`src/rtl/lsa_pkg.sv`:
```
package lsa_pkg;
  typedef enum logic [1:0] {
    SZ_BYTE     = 2'b00,
    SZ_HALF     = 2'b01,
    SZ_WORD     = 2'b10,
    SZ_WORD_ALT = 2'b11
  } acc_size_e;

  localparam int unsigned LANE_BITS = 8;
endpackage

```
`src/rtl/lsa_addr_gen.sv`:
```
module lsa_addr_gen #(
  parameter int unsigned ADDR_W = 32,
  parameter int unsigned OFF_W  = 16
) (
  input  logic [ADDR_W-1:0] base_i,
  input  logic [OFF_W-1:0]  offset_i,
  output logic [ADDR_W-1:0] eff_o
);
  localparam int unsigned EXT_W = ADDR_W - OFF_W;

  logic [ADDR_W-1:0] off_ext;

  always_comb begin
    off_ext = {{EXT_W{offset_i[OFF_W-1]}}, offset_i};
    eff_o   = base_i + off_ext;
  end
endmodule

```
`src/rtl/lsa_store_steer.sv`:
```
module lsa_store_steer
  import lsa_pkg::*;
#(
  parameter int unsigned DATA_W = 32
) (
  input  acc_size_e                          size_i,
  input  logic [$clog2(DATA_W/LANE_BITS)-1:0] lo_i,
  input  logic [DATA_W-1:0]                  wdata_i,
  output logic [DATA_W/LANE_BITS-1:0]        be_o,
  output logic [DATA_W-1:0]                  wdata_o,
  output logic                               misalign_o
);
  localparam int unsigned LANES = DATA_W / LANE_BITS;
  localparam int unsigned IDX_W = $clog2(LANES);

  logic [DATA_W-1:0] rep_byte;
  logic [DATA_W-1:0] rep_half;
  logic [LANES-1:0]  be_raw;
  logic [IDX_W-1:0]  pair_base;

  for (genvar g = 0; g < LANES; g++) begin : g_rep
    assign rep_byte[g*LANE_BITS +: LANE_BITS] = wdata_i[LANE_BITS-1:0];
    assign rep_half[g*LANE_BITS +: LANE_BITS] = wdata_i[(g % 2)*LANE_BITS +: LANE_BITS];
  end

  assign pair_base = {lo_i[IDX_W-1:1], 1'b0};

  always_comb begin
    unique case (size_i)
      SZ_BYTE: begin
        be_raw     = LANES'(1) << lo_i;
        wdata_o    = rep_byte;
        misalign_o = 1'b0;
      end
      SZ_HALF: begin
        be_raw     = LANES'(3) << pair_base;
        wdata_o    = rep_half;
        misalign_o = lo_i[0];
      end
      default: begin
        be_raw     = '1;
        wdata_o    = wdata_i;
        misalign_o = |lo_i;
      end
    endcase
    be_o = misalign_o ? '0 : be_raw;
  end
endmodule

```
`src/rtl/lsa_load_extract.sv`:
```
module lsa_load_extract
  import lsa_pkg::*;
#(
  parameter int unsigned DATA_W = 32
) (
  input  acc_size_e                          size_i,
  input  logic                               unsigned_i,
  input  logic [$clog2(DATA_W/LANE_BITS)-1:0] lo_i,
  input  logic [DATA_W-1:0]                  word_i,
  output logic [DATA_W-1:0]                  data_o
);
  localparam int unsigned LANES  = DATA_W / LANE_BITS;
  localparam int unsigned IDX_W  = $clog2(LANES);
  localparam int unsigned HALF_W = 2 * LANE_BITS;

  logic [LANE_BITS-1:0] lane [LANES];
  logic [LANE_BITS-1:0] sel_byte;
  logic [HALF_W-1:0]    sel_half;
  logic [IDX_W-1:0]     idx_lo;
  logic [IDX_W-1:0]     idx_hi;
  logic                 fill_b;
  logic                 fill_h;

  for (genvar g = 0; g < LANES; g++) begin : g_lane
    assign lane[g] = word_i[g*LANE_BITS +: LANE_BITS];
  end

  always_comb begin
    idx_lo   = {lo_i[IDX_W-1:1], 1'b0};
    idx_hi   = {lo_i[IDX_W-1:1], 1'b1};
    sel_byte = lane[lo_i];
    sel_half = {lane[idx_hi], lane[idx_lo]};
    fill_b   = ~unsigned_i & sel_byte[LANE_BITS-1];
    fill_h   = ~unsigned_i & sel_half[HALF_W-1];
    unique case (size_i)
      SZ_BYTE: data_o = {{(DATA_W-LANE_BITS){fill_b}}, sel_byte};
      SZ_HALF: data_o = {{(DATA_W-HALF_W){fill_h}}, sel_half};
      default: data_o = word_i;
    endcase
  end
endmodule

```
`src/rtl/ldst_lane_aligner.sv`:
```
module ldst_lane_aligner
  import lsa_pkg::*;
#(
  parameter int unsigned DATA_W = 32,
  parameter int unsigned ADDR_W = 32,
  parameter int unsigned OFF_W  = 16,
  localparam int unsigned LANES = DATA_W / LANE_BITS,
  localparam int unsigned IDX_W = $clog2(LANES),
  localparam int unsigned WA_W  = ADDR_W - IDX_W
) (
  input  logic              clk,
  input  logic              rst,
  input  logic              req_valid,
  input  logic              req_store,
  input  logic [1:0]        req_size,
  input  logic              req_unsigned,
  input  logic [ADDR_W-1:0] req_base,
  input  logic [OFF_W-1:0]  req_offset,
  input  logic [DATA_W-1:0] req_wdata,
  input  logic [DATA_W-1:0] mem_rdata,
  output logic              mem_en,
  output logic              mem_we,
  output logic [WA_W-1:0]   mem_addr,
  output logic [LANES-1:0]  mem_be,
  output logic [DATA_W-1:0] mem_wdata,
  output logic              mem_misalign,
  output logic              ld_valid,
  output logic [DATA_W-1:0] ld_data
);
  acc_size_e         size_in;
  logic [ADDR_W-1:0] eff;
  logic [LANES-1:0]  be_c;
  logic [DATA_W-1:0] wdata_c;
  logic              mis_c;
  logic [DATA_W-1:0] ext_c;

  logic              ld_pend_q;
  logic [IDX_W-1:0]  lo_q;
  acc_size_e         size_q;
  logic              uns_q;

  assign size_in = acc_size_e'(req_size);

  lsa_addr_gen #(.ADDR_W(ADDR_W), .OFF_W(OFF_W)) u_addr (
    .base_i   (req_base),
    .offset_i (req_offset),
    .eff_o    (eff)
  );

  lsa_store_steer #(.DATA_W(DATA_W)) u_steer (
    .size_i     (size_in),
    .lo_i       (eff[IDX_W-1:0]),
    .wdata_i    (req_wdata),
    .be_o       (be_c),
    .wdata_o    (wdata_c),
    .misalign_o (mis_c)
  );

  lsa_load_extract #(.DATA_W(DATA_W)) u_extract (
    .size_i     (size_q),
    .unsigned_i (uns_q),
    .lo_i       (lo_q),
    .word_i     (mem_rdata),
    .data_o     (ext_c)
  );

  // Request stage: memory-side outputs
  always_ff @(posedge clk) begin
    if (rst) begin
      mem_en       <= 1'b0;
      mem_we       <= 1'b0;
      mem_addr     <= '0;
      mem_be       <= '0;
      mem_wdata    <= '0;
      mem_misalign <= 1'b0;
      ld_pend_q    <= 1'b0;
      lo_q         <= '0;
      size_q       <= SZ_BYTE;
      uns_q        <= 1'b0;
    end else begin
      mem_en       <= req_valid & ~mis_c;
      mem_we       <= req_valid & req_store & ~mis_c;
      mem_be       <= (req_valid & req_store) ? be_c : '0;
      mem_wdata    <= (req_valid & req_store & ~mis_c) ? wdata_c : '0;
      mem_misalign <= req_valid & mis_c;
      ld_pend_q    <= req_valid & ~req_store & ~mis_c;
      if (req_valid) begin
        mem_addr <= eff[ADDR_W-1:IDX_W];
        lo_q     <= eff[IDX_W-1:0];
        size_q   <= size_in;
        uns_q    <= req_unsigned;
      end
    end
  end

  // Response stage: extended load result
  always_ff @(posedge clk) begin
    if (rst) begin
      ld_valid <= 1'b0;
      ld_data  <= '0;
    end else begin
      ld_valid <= ld_pend_q;
      if (ld_pend_q) ld_data <= ext_c;
    end
  end

  AST_MISALIGN_QUIET: assert property (@(posedge clk) disable iff (rst)
    mem_misalign |-> (mem_be == '0 && !mem_en && !mem_we));
  AST_BYTE_ONE_LANE: assert property (@(posedge clk) disable iff (rst)
    (mem_we && size_q == SZ_BYTE) |-> $onehot(mem_be));
  AST_HALF_PAIR: assert property (@(posedge clk) disable iff (rst)
    (mem_we && size_q == SZ_HALF) |-> ($countones(mem_be) == 2 && !lo_q[0]));
  AST_WORD_ALL_LANES: assert property (@(posedge clk) disable iff (rst)
    (mem_we && size_q[1]) |-> (mem_be == '1));
  AST_LOAD_AFTER_READ: assert property (@(posedge clk) disable iff (rst)
    ld_valid |-> $past(mem_en && !mem_we));
  AST_IDLE_QUIET: assert property (@(posedge clk) disable iff (rst)
    !$past(req_valid) |-> (!mem_en && !mem_misalign && mem_be == '0));
  AST_LOAD_NO_WRITE: assert property (@(posedge clk) disable iff (rst)
    (mem_en && !mem_we) |-> (mem_be == '0));
endmodule

```
`config.mk`:
```
export PLATFORM = sky130hd
export DESIGN_NAME = ldst_lane_aligner
export DESIGN_NICKNAME = d
export VERILOG_FILES = /design/src/rtl/lsa_pkg.sv /design/src/rtl/lsa_addr_gen.sv /design/src/rtl/lsa_store_steer.sv /design/src/rtl/lsa_load_extract.sv /design/src/rtl/ldst_lane_aligner.sv
export SDC_FILE = /design/constraint.sdc
export NUM_CORES = 1
export LEC_CHECK = 0
export ABC_AREA = 1
export BUFFER_PORTS_ARGS = -buffer_cell sky130_fd_sc_hd__clkbuf_2
export CAP_MARGIN = 20
export CORE_MARGIN = 1.5
export CORE_UTILIZATION = 55
export CTS_CLUSTER_SIZE = 30
export DETAILED_ROUTE_END_ITERATION = 12
export GPL_TIMING_DRIVEN = 0
export PLACE_DENSITY = 0.88
export SETUP_SLACK_MARGIN = 0.4
export SLEW_MARGIN = 5
export SYNTH_ARGS = -nofsm -noshare
export SYNTH_HDL_FRONTEND = slang
export SYNTH_SLANG_ARGS = --single-unit
```
`constraint.sdc`:
```
create_clock -name clk -period 3.6 [get_ports clk]
set_input_delay 0.72 -clock clk [delete_from_list [all_inputs] [get_ports clk]]
set_output_delay 0.72 -clock clk [all_outputs]
set_load 0.1 [all_outputs]
```
**Word level (Yosys, flattened, before mapping)**

Index checks and enable logic that the tools add are counted.

- Flip-flop bits (word level): 108

- Reduce and logical (&&, ||, !) cells: 5
- Muxes and demuxes: 13
- Add/subtract/negate cells: 1
- $lt $le $gt $ge: 3
- Eq/ne operators: 2
- Bitwise operators: 16
- Shift-type cells: 2

Operators by type and width:

| kind | number |
|---|---|
| 32-bit one-hot mux with 2 select lines | 2 |
| 8-bit binary-select mux with 2-bit select | 3 |
| 8-bit two-way mux | 6 |
| 32-bit adder | 1 |
| 3-bit greater-or-equal comparator, second input constant | 3 |
| 2-bit NOT with 3-bit output | 3 |
| 1-bit AND | 8 |
| 4-bit one-hot mux with 2 select lines | 1 |
| 1-bit NOT | 5 |
| 2-bit by 1-bit == test with 1-bit output, second input constant | 2 |
| 2-bit logical NOT | 2 |
| 2-bit OR reduction | 2 |
| 1-bit by 2-bit << shifter with 4-bit output, first input constant | 1 |
| 2-bit by 2-bit << shifter with 4-bit output, first input constant | 1 |
| 3-bit OR reduction | 1 |
| 1-bit one-hot mux with 2 select lines | 1 |

**Logic depth before layout (Yosys ltp)**

Gate-level depths: netlist of the first run.

- Word-level depth: 7
- Gate-level depth with buffers: 14
- Depth with buffers taken out: 14

**Modules after synthesis**

A second synthesis of the first run with hierarchy kept.

- Cells, all modules: 1168
- Area, all modules: 7235.7 um^2

Modules (own cells, without submodules):

| module | sequential area each (um^2) | area each (um^2) | cells an instance | times used |
|---|---|---|---|---|
| ldst_lane_aligner | 2162.1 | 3478.3 | 418 | 1 |
| lsa_addr_gen | 0.0 | 2384.8 | 494 | 1 |
| lsa_load_extract | 0.0 | 905.9 | 154 | 1 |
| lsa_store_steer | 0.0 | 466.7 | 102 | 1 |

**Worst setup path before layout of the first run**

OpenSTA, ideal clock, no wires.

- Kind: input to register
- Start: input req_base[0]
- End: register mem_wdata[10]
- Path buffers: 1
- Stages on the path: 10
- Setup slack: 1.261 ns
- Arrival time: 2.222 ns
- Cell sequence: ha_1 > inv_1 > fa_1 > inv_1 > nand2_1 > a21oi_1 > nor2_2 > nand2_2 > buf_2 > nor2_1

- Cells in the longest elaborated chain, start to end: 7

Ends and longest elaborated chain:

| item | RTL line | RTL |
|---|---|---|
| from (decl) | ldst_lane_aligner.sv:17 | `input logic [ADDR_W-1:0] req_base,` |
| 32-bit adder * | lsa_addr_gen.sv:15 | `eff_o = base_i + off_ext;` |
| 2-bit OR reduction | lsa_store_steer.sv:43 | `misalign_o = \|lo_i;` |
| 1-bit one-hot mux with 2 select lines * | lsa_store_steer.sv:29 | `unique case (size_i)` |
| 1-bit NOT * | ldst_lane_aligner.sv:84 | `mem_wdata <= (req_valid & req_store & ~mis_c) ? wdata_c : '0;` |
| 1-bit AND * | ldst_lane_aligner.sv:84 |  |
| 1-bit NOT (no line) * | - |  |
| 2-bit OR reduction (no line) * | - |  |
| to (signal assigned) | ldst_lane_aligner.sv:84 |  |
| to (decl) | ldst_lane_aligner.sv:25 | `output logic [DATA_W-1:0] mem_wdata,` |

Every way passes the cells marked *; elsewhere a longest branch is shown, timed or not.
A chain may end at the register's enable or synchronous reset.

**Worst setup path after layout of the first run**

- Start: input req_base[0]
- End: register mem_be[0]

- Cells in the longest elaborated chain, start to end: 4
- Elaborated cells on any way between the ends: 7

Ends and longest elaborated chain:

| item | RTL line | RTL |
|---|---|---|
| 32-bit adder * | lsa_addr_gen.sv:15 |  |
| 2-bit OR reduction | lsa_store_steer.sv:43 |  |
| 1-bit one-hot mux with 2 select lines | lsa_store_steer.sv:29 |  |
| 3-bit OR reduction (no line) | - |  |
| to (signal assigned) | ldst_lane_aligner.sv:83 | `mem_be <= (req_valid & req_store) ? be_c : '0;` |
| to (decl) | ldst_lane_aligner.sv:24 | `output logic [LANES-1:0] mem_be,` |

Marked as above.

==> impl_results.md, run 1 <==
- Worst-Margin Slew: 0.720 ns
- Die width: ~110 µm
- PwrDens: around 430 mW/mm²
- Area Overhead vs Synth: 23.4%
- # resized after CTS: 0
- Nets@finish: approximately 1400
- Sequential share of the synthesized area: 32.7%
- Crit path max fanout: 10
- Post-Synthesis Cell Area: around 0.0066 mm²
- Setup bufs post-CTS: 0
- Synth Instances: 1068
- Pleak: between 4 and 5 nW
- Count of buffers from port buffering: 218
- CP max stage cell: fa_1
- Largest cells by area after synthesis: dfxtp_1, nand2_1, inv_1
- Post-synth top area share: 32.7%
- Unrepaired setup endpoints after global routing: no
- Core area: 0.0116 mm²
- DRT antenna net count: 0
- Clock buffer depth: 2
- Synth area leader: dfxtp_1
- CTS tree: done
- GRT overflow: 0
- Sink Count: approximately 110
- Final WS setup: 0.945 ns
- WL/cell: between 10 and 15 µm
- Setup Skew: 0.00690 ns
- Clk root buf: clkbuf_16
- Global-route wire length before repair: 32600 µm
- Number of global-route vias before repair: roughly 7000
- Layout cells sized above 1: 20.2%
- Via count: ~7500
- Via density: 5.22
- Die Span Y: around 110 µm
- RePlAce Congestion: 0.952
- Ports: ~220
- CP dominant cell by count: inv_1
- Clk_lat worst skew: 0.35 ns
- Core Util, Final: between 70% and 80%
- Pre-CTS WS: between 0.6 and 0.7 ns
- Final setup TNS: 0 ns
- Pin count of the biggest net entering global routing: 20
- # hold bufs at CTS: 0
- Final period util: approximately three quarters
- Post-synth net total: 1219
- Filler Cell Count: slightly above 1000
- Library cells used by synthesis: 31
- CP Buf/Inv Count: 4
- MaxCap Viol Count: 0
- CP required: between 3 and 4 ns
- Initial core utilization: a little under three fifths
- Final min period: 2.65 ns
- Initial DRC Count: around 610
- Gr usage total: 32.1%
- Antenna cells: 0
- Synth Area per Inst: about 6.2 µm²
- Min-delay worst type: reg2reg
- Worst path cell trace: clkbuf_2, ha_1, inv_1, fa_1, inv_1, nand2_1, a21oi_1, nor2_2, nand2_2, buf_2, nor2_1
- CP endpoint kind: flip-flop
- Total CTS buffers: 9
- Worst vdd rail ir drop: about 220 µV
- Routed wire length: a little over 20000 µm
- Status: completed
- WP data arrival: between 2 and 3 ns
- H-tree levels: 3
- # DRC: 0
- CP max stage delay: roughly 0.56 ns
- YS warnings: 0
- # rows: 39
- WS Path Type: in2reg
- Number of antenna violations at the first check in global routing: 0
- CP delay by family, top: adder cells
- Reg2Reg Setup Slack: about 1.9 ns
- Drt first pass iters: 5
- Reg clk slew, reported paths: approximately 0.080 ns
- Max Fclk: 0.377 GHz
- Max Slew Vio Count: 0
- Hpwl dp: between 15000 and 20000 µm
- Max-slew headroom: about 52%
- Crit path launch type: input pin
- Final setup violation count: 0
- Hold Fails Final Rpt: 0
- FF+latch count, synth: between 100 and 150
- DIE AREA: around 0.013 mm²
-- registers in the layout, summed over array words and instances (netlist names) --
register and flops:
lo_q 2, mem_be 4, ld_pend_q 1, mem_en 1, mem_misalign 1, mem_we 1
uns_q 1, ld_data 32, mem_wdata 32, mem_addr 30, ld_valid 1, size_q 2
-- metrics by stage --
stage	total power [W]	hold WS (ns)	instance area, µm²	cells
after floorplan	0.00226	0.513	6620	1068
after global placement	0.00254	0.461	7890	1429
after detailed placement	0.00255	0.467	7890	1429
after CTS	0.00348	0.480	8170	1444
after global routing	0.00365	0.502	8170	1444
final	0.00348	0.478	8170	1444
-- worst register-to-register path, delay by kind of cell, from the launching register on --
family | cells | cell delay [ns]
buffers and inverters | 2 | 0.31
flip-flops | 1 | 0.31
AO/OA/AOI/OAI | 2 | 0.30
AND/OR/NAND/NOR | 4 | 0.71
-- cells in the mapped netlist, drive strengths merged --
| library cell | instances |
|---|---|
| dfxtp | 108 |
| nand4 | 11 |
| nand2 | 322 |
| a21oi | 104 |
| o21ai | 46 |
| o211ai | 15 |
| nor2 | 139 |
| ha | 31 |
| o21a | 1 |
| clkbuf | 28 |
| a41oi | 1 |
| or2 | 1 |
| buf | 8 |
| nand3 | 55 |
| xor2 | 6 |
| a22oi | 1 |
| inv | 171 |
| a21o | 1 |
| xnor2 | 9 |
| o21bai | 3 |
| and2 | 2 |
| nor3 | 4 |
| fa | 1 |
-- placed cells by master (no fill, tap or decap), drive strengths merged, types with 2 or more instances in the layout --
| master | netlist | routed |
|---|---|---|
| nand2 | 322 | 322 |
| clkbuf | 28 | 255 |
| inv | 171 | 175 |
| nor2 | 139 | 139 |
| dfxtp | 108 | 108 |
| a21oi | 104 | 104 |
| nand3 | 55 | 55 |
| o21ai | 46 | 46 |
| ha | 31 | 31 |
| o211ai | 15 | 15 |
| nand4 | 11 | 11 |
| xnor2 | 9 | 9 |
| buf | 8 | 8 |
| xor2 | 6 | 6 |
| nor3 | 4 | 4 |
| o21bai | 3 | 3 |
| and2 | 2 | 2 |
| clkinv | 0 | 2 |
-- final cells by class --
| type | instances | area [µm²] | share of cell area [%] |
|---|---|---|---|
| timing repair buffer | 218 | 1090 | 13.4 |
| clock buffer | 9 | 225 | 2.76 |
| clock inverter | 6 | 55.1 | 0.674 |
| buffer | 36 | 158 | 1.93 |
| sequential | 108 | 2160 | 26.5 |
| inverter | 171 | 642 | 7.86 |
| multi-input combinational | 753 | 3650 | 44.7 |
| tap | 143 | 179 | 2.19 |
-- routing by layer --
| metal | wire length (µm) | track usage, % | vias to the layer above | part of all wire [%] |
|---|---|---|---|---|
| li1 | - | - | 3791 | - |
| met1 | 8730 | 41.2 | 3355 | 42 |
| met2 | 9850 | 55.3 | 344 | 48 |
| met3 | 1390 | 4.27 | 47 | 6.8 |
| met4 | 575 | 11.6 | 0 | 2.8 |
| met5 | 0 | 0 | - | 0 |
-- path summary, 6_finish.rpt --
check,start,to,cells after the start
hold reg to reg,mem_addr[14]$_SDFFE_PP0P_,mem_addr[14]$_SDFFE_PP0P_,2
setup reg to reg,size_q[1]$_SDFFE_PP0P_,ld_data[22]$_SDFFE_PP0P_,8
hold / removal,mem_addr[14]$_SDFFE_PP0P_,mem_addr[14]$_SDFFE_PP0P_,2
setup / recovery,req_base[0],mem_be[0]$_SDFF_PP0_,11
-- power breakdown --
part	internal [W]	switching, W
Sequential	0.00126	0.0000372
Combinational	0.000301	0.000944
Clock	0.000480	0.000460
-- logic make-up (layout without fill, tap and decap cells) --
logic type | count (synthesis) | after routing | synth area share, %
and+or+nand+nor | 534 | 534 | 32.4
AOI/OAI and AO/OA | 172 | 172 | 14.7
DFF | 108 | 108 | 32.7
adders and majority gates | 32 | 32 | 6.17
xor gates and xnor gates | 15 | 15 | 1.99
buffers and inverters | 207 | 440 | 12.1
(Power assumes the default switching activity.)
==> run 2, diff against run 1 <==
--- a/config.mk
+++ b/config.mk
@@ -9,11 +9,11 @@
 export BUFFER_PORTS_ARGS = -buffer_cell sky130_fd_sc_hd__clkbuf_2
 export CAP_MARGIN = 20
 export CORE_MARGIN = 1.5
-export CORE_UTILIZATION = 55
+export CORE_UTILIZATION = 51
 export CTS_CLUSTER_SIZE = 30
 export DETAILED_ROUTE_END_ITERATION = 12
 export GPL_TIMING_DRIVEN = 0
-export PLACE_DENSITY = 0.88
+export PLACE_DENSITY = 0.83
 export SETUP_SLACK_MARGIN = 0.4
 export SLEW_MARGIN = 5
 export SYNTH_ARGS = -nofsm -noshare
==> constraint.sdc (replaced) <==
create_clock -name clk -period 2.6 [get_ports clk]
set_input_delay 0.52 -clock clk [delete_from_list [all_inputs] [get_ports clk]]
set_output_delay 0.52 -clock clk [all_outputs]
set_load 0.1 [all_outputs]
==> impl_results.md, run 2 (synthesis results as in run 1) <==
- Initial DRC Count: 643 (+5.1%)
- Via count: 7391 (-1.9%)
- Die width: 117 µm (+3.7%)
- Via density: 5.01 (-3.9%)
- Max Fclk: approximately 0.48 GHz
- Final setup violation count: 0 (unchanged)
- Total CTS buffers: 9 (unchanged)
- Pleak: 4.73 nW (+0.23%)
- MaxCap Viol Count: 0 (unchanged)
- Count of buffers from port buffering: 218 (unchanged)
- Worst-Margin Slew: 0.700 ns (-0.0207 ns)
- # rows: 41 (+5.1%)
- # hold bufs at CTS: 0 (unchanged)
- Unrepaired setup endpoints after global routing: yes
- Highest-count cells in the layout ignoring fill and taps: nand2_1, clkbuf_2, inv_1
- Drt first pass iters: 5 (unchanged)
- Area of the multi-input gates: 0.00370 mm² (+1.2%)
- Final WS setup: 0.497 ns (-0.449 ns)
- Area Overhead vs Synth: 25.1%
- Placed Cells: 1458 (+2.0%)
- WL/cell: 13.3 µm (-6.2%)
- Largest registers: ld_data: 32 flops, mem_wdata: 32 flops, mem_addr: 30 flops
- Number of global-route vias before repair: 6437 (-5.3%)
- Worst vdd rail ir drop: 340 µV (+53%)
- Final min period: 2.10 ns
- Filler Cell Count: 1233 (+19%)
- Final period util: about 81%
- Pre-CTS WS: -0.0644 ns (-0.696 ns)
- Crit path launch type: input pin
- Setup Skew: 0.00576 ns (-0.00114 ns)
- Sink Count: 108 (unchanged)
- Antenna cells: 0 (unchanged)
- PwrDens: 591 mW/mm² (+39%)
- Max-slew headroom: 53.4% (+1.4 points)
- DIE AREA: 0.0137 mm² (+7.6%)
- Global-route wire length before repair: 30400 µm (-6.8%)
- Final Non-Filler Cells: 1474 (+2.1%)
- Min-delay worst type: in2reg
- GRT overflow: 0 (unchanged)
- Status: completed
- Ports: 221 (unchanged)
- Layout cells sized above 1: 20.9% (+0.68 points)
- Final setup TNS: 0 ns (unchanged)
- Clock buffer depth: 2 (unchanged)
- Initial core utilization: 52.4% (-4.8 points)
- Reg clk slew, reported paths: 0.08 ns (about the same)
- Register area: 0.00216 mm² (unchanged)
- Pin count of the biggest net entering global routing: 22 (+10%)
- WS Path Type: in2reg
- Die Span Y: 117 µm (+3.7%)
- DRT antenna net count: 0 (unchanged)
- Number of antenna violations at the first check in global routing: 0 (unchanged)
- WP data arrival: 2.38 ns (-0.51 ns)
- Clk root buf: clkbuf_16
- H-tree levels: 3 (unchanged)
- Max Slew Vio Count: 0 (unchanged)
- Hold Fails Final Rpt: 0 (unchanged)
- Clk_lat worst skew: 0.35 ns (about the same)
- Core area: 0.0126 mm² (+9.1%)
- # DRC: 0 (unchanged)
- Routed wire length: 19700 µm (-4.2%)
- CTS tree: done
- CP required: 2.87 ns (-0.97 ns)
- Crit path max fanout: 10 (unchanged)
- CP endpoint kind: flip-flop
- Gr usage total: 28.3% (-3.8 points)
- Most common cell after layout, fill and taps aside: nand2_1
- Hpwl dp: 16000 µm (-3.4%)
- RePlAce Congestion: 0.947 (-0.50%)
- Nets@finish: 1448 (unchanged)
==> run 2: cell types whose count changed in the layout (fill, tap and decap cells not counted), moves of 2 or more <==
cell and delta:
buf_2 -2, buf_4 +3, ha_1 -5, ha_2 +3
ha_4 +2, inv_6 -2, inv_8 +2
==> run 2: what timing repair did <==
item / CTS / global route
endpoints found under the setup margin: 30 / 33
resized for setup: 4 / 10
gates cloned: 0 / 0
setup buffers: 0 / 0
==> run 2: final timing paths <==
| kind | endpoint | from | slack, ns | cells after the start |
|---|---|---|---|---|
| worst max-delay path | mem_wdata[19]$_SDFF_PP0_ | req_base[0] | 0.50 | 11 |
| worst min-delay path | ld_pend_q$_SDFF_PP0_ | req_store | 0.37 | 2 |
| worst max register to register | ld_data[28]$_SDFFE_PP0P_ | size_q[1]$_SDFFE_PP0P_ | 0.96 | 8 |
| worst min register to register | ld_data[15]$_SDFFE_PP0P_ | ld_data[15]$_SDFFE_PP0P_ | 0.48 | 2 |
==> run 2: power breakdown <==
group	leakage (nW)	switching, W	total [W]	internal [W]
sequential	0.883	0.0000481	0.00179	0.00174
combinational	3.70	0.00130	0.00172	0.000425
clock	0.145	0.000683	0.00137	0.000689
==> run 2: stage by stage <==
stage          instance area [µm²]  utilization, %  hold WS, ns  power, W
2_1_floorplan                 6620               -        0.513   0.00313
3_3_place_gp                  7920            62.8        0.456   0.00351
3_5_place_dp                  7920            62.8        0.467   0.00352
4_1_cts                       8230            65.2        0.352   0.00489
5_1_grt                       8270            65.6        0.361   0.00512
6_report                      8270            65.6        0.366   0.00489
==> run 2: area by class of cell <==
class                   count  share of cell area [%]
clock buffers               9                    2.72
plain buffers              36                    2.00
flip-flops and latches    108                    26.1
clock inverters             7                   0.907
well taps                 172                    2.60
repair buffers            218                    13.2
multi-input cells         753                    44.7
inverters                 171                    7.76
==> run 2: per-layer routing <==
layer	vias to the layer above	routed length [µm]	GRT usage, %
met3	38	1220	3.55
met1	3265	8470	35.8
met5	-	0	0
met2	280	9570	50.4
met4	0	420	8.92
li1	3808	-	-
==> run 2: worst max-delay path: stages <==
cell      delay (ns)
clkbuf_2        0.08
ha_2            0.23
inv_1           0.07
fa_2            0.60
inv_1           0.09
nand2_1         0.08
a21oi_2         0.07
nor2_2          0.11
nand2_2         0.16
buf_4           0.22
nor2_1          0.15
